**src/rtl/lie_pkg.sv**
```systemverilog
package lie_pkg;
  localparam int SRC_OFFSET  = 0;
  localparam int MASK_OFFSET = 2;

  typedef struct packed {
    logic wrMask;
    logic rdSrc;
    logic rdMask;
  } regStrobe_t;
endpackage

```
**src/rtl/lie_ctrl.sv**
```systemverilog
module lie_ctrl
  import lie_pkg::*;
#(
  parameter int ADDR_W = 4
) (
  input  logic [ADDR_W-1:0] regAddr,
  input  logic              regRd,
  input  logic              regWr,
  output regStrobe_t        strobe
);
  localparam logic [ADDR_W-1:0] SRC_ADDR  = ADDR_W'(SRC_OFFSET);
  localparam logic [ADDR_W-1:0] MASK_ADDR = ADDR_W'(MASK_OFFSET);

  logic hitSrc;
  logic hitMask;

  assign hitSrc  = (regAddr == SRC_ADDR);
  assign hitMask = (regAddr == MASK_ADDR);

  // The source location is read-only, so only the mask has a write strobe.
  always_comb begin
    strobe        = '0;
    strobe.wrMask = regWr & hitMask;
    strobe.rdSrc  = regRd & hitSrc;
    strobe.rdMask = regRd & hitMask;
  end

  always_comb begin
    assert ($countones({strobe.rdSrc, strobe.rdMask}) <= 1) else $error("AST_ONE_READ_SOURCE");
  end
endmodule

```
**src/rtl/lie_datapath.sv**
```systemverilog
module lie_datapath
  import lie_pkg::*;
#(
  parameter int NUM_LINES = 16,
  parameter int DATA_W    = 16,
  parameter logic [NUM_LINES-1:0] MASK_RESET = 16'h0010
) (
  input  logic                 clk,
  input  logic                 rstN,
  input  logic [NUM_LINES-1:0] irqIn,
  input  regStrobe_t           strobe,
  input  logic [DATA_W-1:0]    regWdata,
  output logic [DATA_W-1:0]    regRdata,
  output logic                 irqOut
);
  logic [NUM_LINES-1:0] statusQ;
  logic [NUM_LINES-1:0] maskQ;
  logic [NUM_LINES-1:0] pendingSet;
  logic [DATA_W-1:0]    srcVec;

  always_ff @(posedge clk) begin
    if (!rstN) begin
      statusQ <= '0;
    end else begin
      statusQ <= irqIn;
    end
  end

  always_ff @(posedge clk) begin
    if (!rstN) begin
      maskQ <= MASK_RESET;
    end else if (strobe.wrMask) begin
      maskQ <= regWdata[NUM_LINES-1:0];
    end
  end

  assign pendingSet = statusQ & maskQ;
  assign irqOut     = |pendingSet;

  // Scan from the top down so the lowest pending index is the last one assigned.
  always_comb begin
    srcVec = '0;
    for (int i = NUM_LINES - 1; i >= 0; i--) begin
      if (pendingSet[i]) srcVec = DATA_W'((i + 1) << 2);
    end
  end

  always_comb begin
    regRdata = '0;
    if (strobe.rdSrc)  regRdata = srcVec;
    if (strobe.rdMask) regRdata = DATA_W'(maskQ);
  end

  AST_STATUS_FOLLOWS: assert property (@(posedge clk) disable iff (!rstN)
    1'b1 |=> statusQ == $past(irqIn));
  AST_SRC_MATCHES_IRQ: assert property (@(posedge clk) disable iff (!rstN)
    (srcVec == '0) == !irqOut);
  AST_MASK_WRITE: assert property (@(posedge clk) disable iff (!rstN)
    strobe.wrMask |=> maskQ == $past(regWdata[NUM_LINES-1:0]));
  AST_MASK_HOLD: assert property (@(posedge clk) disable iff (!rstN)
    !strobe.wrMask |=> $stable(maskQ));
endmodule

```
**src/rtl/local_irq_encoder.sv**
```systemverilog
module local_irq_encoder
  import lie_pkg::*;
#(
  parameter int NUM_LINES = 16,
  parameter int DATA_W    = 16,
  parameter int ADDR_W    = 4
) (
  input  logic                 clk,
  input  logic                 rstN,
  input  logic [NUM_LINES-1:0] irqIn,
  input  logic [ADDR_W-1:0]    regAddr,
  input  logic                 regRd,
  input  logic                 regWr,
  input  logic [DATA_W-1:0]    regWdata,
  output logic [DATA_W-1:0]    regRdata,
  output logic                 irqOut
);
  regStrobe_t strobe;

  lie_ctrl #(.ADDR_W(ADDR_W)) i_ctrl (
    .regAddr(regAddr),
    .regRd  (regRd),
    .regWr  (regWr),
    .strobe (strobe)
  );

  lie_datapath #(
    .NUM_LINES (NUM_LINES),
    .DATA_W    (DATA_W),
    .MASK_RESET(NUM_LINES'(16'h0010))
  ) i_datapath (
    .clk     (clk),
    .rstN    (rstN),
    .irqIn   (irqIn),
    .strobe  (strobe),
    .regWdata(regWdata),
    .regRdata(regRdata),
    .irqOut  (irqOut)
  );
endmodule

```
**config.mk**
```make
export PLATFORM = sky130hd
export DESIGN_NAME = local_irq_encoder
export DESIGN_NICKNAME = d
export VERILOG_FILES = /design/src/rtl/lie_pkg.sv /design/src/rtl/lie_ctrl.sv /design/src/rtl/lie_datapath.sv /design/src/rtl/local_irq_encoder.sv
export SDC_FILE = /design/constraint.sdc
export NUM_CORES = 1
export LEC_CHECK = 0
export BUFFER_PORTS_ARGS = -buffer_cell sky130_fd_sc_hd__buf_2
export CORE_AREA = 2 2 54 61
export DETAILED_ROUTE_END_ITERATION = 16
export DIE_AREA = 0 0 56 63
export GPL_ROUTABILITY_DRIVEN = 1
export MAX_ROUTING_LAYER = met4
export PLACE_DENSITY = 0.91
export SETUP_SLACK_MARGIN = 0.15
export SYNTH_ARGS = -nofsm -noshare
export SYNTH_HDL_FRONTEND = slang
export SYNTH_SLANG_ARGS = --single-unit
```
**constraint.sdc**
```tcl
create_clock -name clk -period 3.19 [get_ports clk]
set_clock_uncertainty 0.05 [all_clocks]
set_input_delay 0.319 -clock clk [delete_from_list [all_inputs] [get_ports clk]]
set_output_delay 0.319 -clock clk [all_outputs]
set_load 0.02 [all_outputs]
```
# --- Yosys cells after proc, flatten, opt, wreduce, memory -nomap -nowiden ---
# Cells that the tools add are included.
op_classes:
  eq_ne: 1
  n_mux: 18
  bitwise_logic: 4
  reduce_logical: 2
ops:
  columns: ["operator", "count"]
  rows:
  - ["two-way mux 7 bit", 17]
  - ["AND 16 bit", 1]
  - ["two-way mux 16 bit", 1]
  - ["OR reduction 16 bit", 1]
  - ["== test 4 x 2 -> 1 bit, second input constant", 1]
  - ["zero test 4 bit", 1]
  - ["AND 1 bit", 3]
word_totals:
  register_bits: 32
  in_bits: 40
  output_inout_bits: 17
  elab_cells: 27

# --- Depth between registers and ports, before layout ---
# Gate-level depths: netlist of run 1.
depth:
  depth_word: 19
  depth_mapped: 6
  depth_no_buf: 4

# --- Modules after synthesis ---
# From an unflattened synthesis of run 1, not the netlist that was laid out.
hier_totals:
  cells_unflattened: 151
  area_unflattened_um2: 1437.6
by_module_without_submodules:
  columns: ["mod", "instances", "cells_each", "area_per_inst_um2", "seq_area_each_um2"]
  rows:
  - ["lie_datapath", 1, 145, 1397.6, 640.6]
  - ["lie_ctrl", 1, 6, 40.0, 0.0]

# --- Least setup slack after synthesis of run 1 ---
# OpenSTA, ideal clock, no wires.
synth_timing:
  path_kind: "in2out"
  from: "in regAddr[0]"
  to: "out regRdata[6]"
  t_arrival_ps: 1531
  required_time_ps: 2821
  path_slack_ps: 1290
  stages: 4
  n_path_buf: 0
  cell_sequence: "or4b_4 -> nor3b_2 -> and4_1 -> a32o_1"
synth_via:
  elab_chain_cells: 4
  word_cells_on_any_way: 6
synth_rtl:
  columns: ["item", "line", "rtl"]
  rows:
  - ["start: declaration", "local_irq_encoder.sv:11", "input logic [ADDR_W-1:0] regAddr,"]
  - ["zero test 4 bit", "lie_ctrl.sv:17", "assign hitSrc = (regAddr == SRC_ADDR);"]
  - ["AND 1 bit", "lie_ctrl.sv:24", "strobe.rdSrc = regRd & hitSrc;"]
  - ["two-way mux 7 bit", "lie_datapath.sv:50", "if (strobe.rdSrc) regRdata = srcVec;"]
  - ["two-way mux 16 bit *", "lie_datapath.sv:51", "if (strobe.rdMask) regRdata = DATA_W'(maskQ);"]
  - ["end: declaration", "local_irq_encoder.sv:15", "output logic [DATA_W-1:0] regRdata,"]
# Every way passes the cells marked *; elsewhere a longest branch is shown, timed or not.

# --- Worst setup path in the final report of run 1 ---
layout_timing:
  from: "reg i_datapath.maskQ[7]"
  to: "out irqOut"
layout_via:
  elab_chain_cells: 2
layout_rtl:
  columns: ["item", "line", "rtl"]
  rows:
  - ["start: declaration", "lie_datapath.sv:17", "logic [NUM_LINES-1:0] maskQ;"]
  - ["start signal: assignment", "lie_datapath.sv:33", "maskQ <= regWdata[NUM_LINES-1:0];"]
  - ["AND 16 bit", "lie_datapath.sv:37", "assign pendingSet = statusQ & maskQ;"]
  - ["OR reduction 16 bit", "lie_datapath.sv:38", "assign irqOut = |pendingSet;"]
  - ["end: declaration", "local_irq_encoder.sv:16", "output logic irqOut"]
# Every way passes these cells.

==> results of run 1 <==
[stage by stage]
| stage | power, mW | setup slack, ps |
|---|---|---|
| after floorplan | 0.4569 | 1290 |
| after global placement | 0.4870 | 1113 |
| after detailed placement | 0.4888 | 1087 |
| after CTS | 0.7237 | 998.5 |
| after global routing | 0.7487 | 900.6 |
| final | 0.7158 | 1011 |
[where the power goes]
group          switching, mW  internal, mW
logic                 0.0261        0.0327
registers            0.00747         0.413
clock network          0.128         0.109
[layout make-up]
type	instances	area share
multi-input combinational	127	0.4242
tap	34	0.02396
timing repair buffer	56	0.1579
sequential	32	0.3608
clock buffer	8	0.03312
[routing by layer]
metal	track usage	up-vias
li1	-	683
met1	0.2221	594
met2	0.3015	39
met3	0.04348	10
met4	0.1250	0
met5	-	-
[cell usage after synthesis (all sizes together)]
| master | count | area [sq um] |
|---|---|---|
| a31o | 1 | 8.760 |
| a21boi | 15 | 112.6 |
| nor2 | 1 | 3.750 |
| or4b | 1 | 13.76 |
| a22o | 5 | 43.79 |
| o211ai | 3 | 22.52 |
| nand4 | 2 | 12.51 |
| a31oi | 1 | 6.260 |
| a21oi | 1 | 5.000 |
| a22oi | 4 | 35.03 |
| a32o | 2 | 20.02 |
| nand2b | 1 | 6.260 |
| a32oi | 1 | 8.760 |
| or3 | 1 | 6.260 |
| and2 | 31 | 193.9 |
| nand3 | 4 | 20.02 |
| and4 | 1 | 8.760 |
| dfxtp | 32 | 640.6 |
| o21ai | 1 | 5.000 |
| clkbuf | 6 | 22.52 |
| nand2 | 43 | 161.4 |
| nor2b | 2 | 12.51 |
| nand3b | 1 | 7.510 |
| o2111ai | 1 | 8.760 |
| nor3b | 1 | 12.51 |
| buf | 2 | 10.01 |
| and3 | 2 | 12.51 |
| nor3 | 1 | 5.000 |
[worst max-delay path, cell delays in order, from the launching register on]
cell and delay [ps]:
dfxtp_1 350, a22o_1 220, nand3b_1 190, nand2b_1 180, or3_1 360, buf_2 160
[cells in the final DEF, fill, tap and decap left out, types with 2 or more instances in the layout]
| master | count |
|---|---|
| a21boi_0 | 6 |
| nand2_1 | 43 |
| a32o_1 | 2 |
| clkbuf_1 | 2 |
| dfxtp_1 | 32 |
| buf_2 | 56 |
| clkbuf_4 | 5 |
| and3_1 | 2 |
| a22oi_1 | 3 |
| nand3_1 | 4 |
| a22o_1 | 5 |
| and2_1 | 31 |
| nand4_1 | 2 |
| nor2b_1 | 2 |
| o211ai_1 | 3 |
| a21boi_1 | 9 |
[cells by family after synthesis]
group / synth area share
AOI/OAI and AO/OA: 0.1938
buffers and inverters: 0.02281
DFF: 0.4491
and+or+nand+nor: 0.3342
[worst paths after layout]
path	to
max reg2reg	i_datapath.maskQ[5]$_SDFFE_PN0P_
min reg2reg	i_datapath.maskQ[15]$_SDFFE_PN0P_
min	i_datapath.statusQ[15]$_SDFF_PN0_
max	irqOut
[state kept, by name, indices dropped and copies added (netlist names)]
name	flops
i_datapath.maskQ	16
i_datapath.statusQ	16
==> out/results.txt, run 1 <==
critical path class - register to output pin
met3 WL post-DR - 159 microns
Yosys cell types - 30
Routed WL - 3098 microns
Avg Cell Area, Syn - 8.541 sq um
DR WL/cell - 12.05 microns
slew margin rel. - 0.5576
# hold bufs at CTS - 0
Synth warnings - 0
CP Launch Type - register
IO Pins - 57
GRT Overall Usage - 0.1936
Layout Utilization - 0.6033
clock root cell - clkbuf_4
TritonCTS clock tree - yes
multi-input combinational cell area - 753.2 sq um
R2R Setup Slk - 2400 ps
RSZ-0062 raised after global routing - false
Placement Rows - 21
setup violators final - 0
CTS resizes - 0
Mapped Cells - 167
Final Hold Fails - 0
crit path from - i_datapath.maskQ[7]$_SDFFE_PN0P_
Final Critical Period - 2179 ps
gpl congestion - 0.8091
register area - 640.6 sq um
actual slew at the worst max-slew pin - 661.7 ps
Initial Utilization - 0.4847
Worst Hold Class - primary input to register
Final #Nets - 262
total leakage power - 0.7867 nW
cells on worst reg2reg path - 2
Fmax - 458.9 MHz
First-pass DRT Iterations - 4
Synth Cell Area - 1426 sq um
Die Wd - 56 microns
Die Area - 3528 sq um
H-tree lvl count - 2
clk_lat worst skew - 330 ps
crit-path max FO - 5
max-slew violations - 0
DRC - 0
layout cells sized above 1 - 0.2960
Top Metal Used - met4
dpl cell area - 1717 sq um
PortBufs - 56
Synth-to-Final Area Change - 24.47%
met2 wire length - 1523 microns
cell count after placement - 249
ANT cells - 0
Critical Path RT - 2820 ps
Seq/Total Area, Yosys - 0.4491
clk slew on worst S/H paths - 90 ps
ANT nets after route - 0
critical path endpoint category - output pin
Yosys reg bits - 32
remaining global-route overflow - 0
vias in the first global route - 1209
largest net degree at the start of global routing - 33
setup repair bufs after CTS - 0
status - finished, final reports clean
worst min-delay path startpoint - irqIn[15]
max capacitance violation total - 0
hpwl dp - 2308 microns
Final period util - 0.6831
first-pass GRT wire length - 5202 microns
synthesized netlist net count - 207
pwr dens - 403.2 nW/um^2
CTS buffer count - 5
Met1 Wirelength - 1314 microns
CTS sink count - 32
RR Startpoint - i_datapath.maskQ[5]$_SDFFE_PN0P_
Via Count - 1326
area of the core - 2943 sq um
Post-Layout Inst Area - 1775 sq um
vias per cell - 5.160
crit path DAT - 1810 ps
initial antenna violation count - 0
fill count - 288
Die Y-Extent - 63 microns
final setup TNS - 0 ps
WHS - 133.6 ps
Non-Filler Instances - 257
Peak VDD IR - 0.2577 mV
clk buf depth - 2
DR iter-0 viols - 63
Hold Path Stages - 2
Note: power is estimated with default switching activity, not from simulation.
==> inputs of run 2 (changes only) <==
Settings changed: CORE_AREA 2 2 54 61 to 2 2 56 63, DIE_AREA 0 0 56 63 to 0 0 58 65, PLACE_DENSITY 0.91 to 0.86.
Clock period 3.19 ns to 2.15 ns, I/O delays scaled along.
==> run 2 against run 1 <==
Effect of this change:
- flip-flop and latch count did not move
- core utilization is 1.4 points lower
- cell count increased by 3.5%
- sequential power is 49% higher
- die area rose by 6.9%
- clock power grew 45%
- wire length increased by 6.8%
- non-clock buffer count grew 7
- setup slack got worse by 850 ps
- via count is 2.3% higher
- global-route usage grew 0.87 points
==> out/results.txt, run 2 (synthesis results as in run 1) <==
First-pass DRT Iterations - 4 (unchanged)
status - finished, final reports clean
Worst Setup EP - regRdata[4]
RSZ-0062 raised after global routing - true
RR Startpoint - i_datapath.maskQ[3]$_SDFFE_PN0P_
Met1 Wirelength - 1475 microns (+12%)
final setup TNS - 0 ps (unchanged)
DR iter-0 viols - 56 (-11%)
Synth-to-Final Area Change - 31.93%
crit-path max FO - 2 (-3)
Placement Rows - 22 (+4.8%)
Final Critical Period - 1990 ps
met2 wire length - 1587 microns (+4.2%)
max-slew violations - 0 (unchanged)
setup violators final - 0 (unchanged)
total leakage power - 0.8424 nW (+7.1%)
most frequent cells in the layout - buf_2 (53), nand2_1 (43), and2_1 (31)
Non-Filler Instances - 266 (+3.5%)
Peak VDD IR - 0.4275 mV (+66%)
DR WL/cell - 12.44 microns (+3.2%)
met3 WL post-DR - 173 microns (+8.8%)
crit path from - i_datapath.statusQ[8]$_SDFF_PN0_
Final period util - 0.9256
clock root cell - clkbuf_4
Fmax - 502.5 MHz
Critical Path RT - 1880 ps (-940 ps)
Final Hold Fails - 0 (unchanged)
Top Registers - i_datapath.maskQ (16), i_datapath.statusQ (16)
commonest non-fill, non-tap cell in the layout - buf_2
pwr dens - 567.5 nW/um^2 (+41%)
RR Endpoint - i_datapath.maskQ[3]$_SDFFE_PN0P_
R2R Setup Slk - 1390 ps (-1010 ps)
Top Metal Used - met4
max capacitance violation total - 0 (unchanged)
IO Pins - 57 (unchanged)
CTS sink count - 32 (unchanged)
H-tree lvl count - 2 (unchanged)
slew margin rel. - 0.7174 (+0.1597)
vias per cell - 5.102 (-1.1%)
largest net degree at the start of global routing - 33 (unchanged)
Final #Nets - 269 (+2.7%)
Die Y-Extent - 65 microns (+3.2%)
first-pass GRT wire length - 5609 microns (+7.8%)
cells on worst reg2reg path - 2 (unchanged)
actual slew at the worst max-slew pin - 424.0 ps (-237.8 ps)
cell count after placement - 254 (+2.0%)
clk buf depth - 2 (unchanged)
CP Launch Type - register
WHS - 44.10 ps (-89.53 ps)
vias in the first global route - 1292 (+6.9%)
Routed WL - 3310 microns (+6.8%)
Die Wd - 58 microns (+3.6%)
fill count - 305 (+5.9%)
GRT Overall Usage - 0.2023 (+0.008694)
clk slew on worst S/H paths - 90 ps (about the same)
critical path endpoint category - output pin
Worst Hold Class - primary input to register
Via Count - 1357 (+2.3%)
PortBufs - 56 (unchanged)
gpl congestion - 0.8267 (+2.2%)
area of the core - 3193 sq um (+8.5%)
Initial Utilization - 0.4467 (-0.03799)
multi-input combinational cell area - 780.7 sq um (+3.7%)
clk_lat worst skew - 320 ps (about the same)
hpwl dp - 2293 microns (-0.65%)
remaining global-route overflow - 0 (unchanged)
TritonCTS clock tree - yes
crit path DAT - 1720 ps (-90 ps)
layout cells sized above 1 - 0.3652 (+0.06925)
ANT nets after route - 0 (unchanged)
register area - 645.6 sq um (+0.78%)
# hold bufs at CTS - 0 (unchanged)
ANT cells - 0 (unchanged)
CTS buffer count - 5 (unchanged)
Die Area - 3770 sq um (+6.9%)
initial antenna violation count - 0 (unchanged)
critical path class - register to output pin
DRC - 0 (unchanged)
-- run 2: changes by cell type in the layout (fill, tap and decap cells not counted), moves of 2 or more --
cell     previous run  this run
a32o_1              2         0
buf_2              56        53
a32o_2              0         2
buf_6               0         3
a22oi_2             1         3
buf_4               0         7
dfxtp_2             0         4
a22oi_1             3         1
dfxtp_1            32        28
-- run 2: layout make-up --
type / instances / share of cell area
tap: 36 / 0.02394
clock buffer: 8 / 0.03125
multi-input combinational: 127 / 0.4149
timing repair buffer: 63 / 0.1868
sequential: 32 / 0.3431
-- run 2: stage by stage --
step | util | setup slack (ps) | instance area [sq um] | power (mW)
floorplan | - | 458.1 | 1426 | 0.6779
global placement | 0.5455 | 284.0 | 1742 | 0.7254
detailed placement | 0.5455 | 250.4 | 1742 | 0.7270
CTS | 0.5780 | 151.6 | 1846 | 1.069
global route | 0.5893 | 57.97 | 1882 | 1.123
finish | 0.5893 | 160.0 | 1882 | 1.068
-- run 2: how the worst min path moves through the flow --
| stage | start | to | slack [ps] | cells past startpoint |
|---|---|---|---|---|
| 6_report | irqIn[13] | i_datapath.statusQ[13]$_SDFF_PN0_ | 40 | 2 |
| 5_1_grt | irqIn[5] | i_datapath.statusQ[5]$_SDFF_PN0_ | 30 | 2 |
| 4_1_cts | irqIn[13] | i_datapath.statusQ[13]$_SDFF_PN0_ | 40 | 2 |
| 3_5_place_dp | irqIn[10] | i_datapath.statusQ[10]$_SDFF_PN0_ | 370 | 2 |
| 3_3_place_gp | irqIn[1] | i_datapath.statusQ[1]$_SDFF_PN0_ | 370 | 2 |
| 2_1_floorplan | irqIn[5] | i_datapath.statusQ[5]$_SDFF_PN0_ | 290 | 1 |
-- run 2: report_power, final --
| group | internal, mW | total, mW | switching (mW) |
|---|---|---|---|
| Sequential | 0.613 | 0.625 | 0.0124 |
| Combinational | 0.0574 | 0.0985 | 0.0411 |
| Clock | 0.161 | 0.344 | 0.183 |
-- run 2: timing repair --
item	CTS	global route
pin swaps	0	5
setup buffers	2	2
setup endpoints to repair	1	4
gates resized for setup	9	8
-- run 2: per-layer routing --
layer / vias up / track usage
li1: 699 / -
met1: 608 / 0.2310
met2: 43 / 0.3239
met3: 7 / 0.04591
met4: 0 / 0.1134
met5: - / -
-- run 2: worst max-delay path, cell delays in order (launching register included) --
cell	delay, ps
dfxtp_2	330
a22o_1	230
nand3b_1	200
buf_4	160
o211ai_1	160
a32o_2	210
buf_6	120
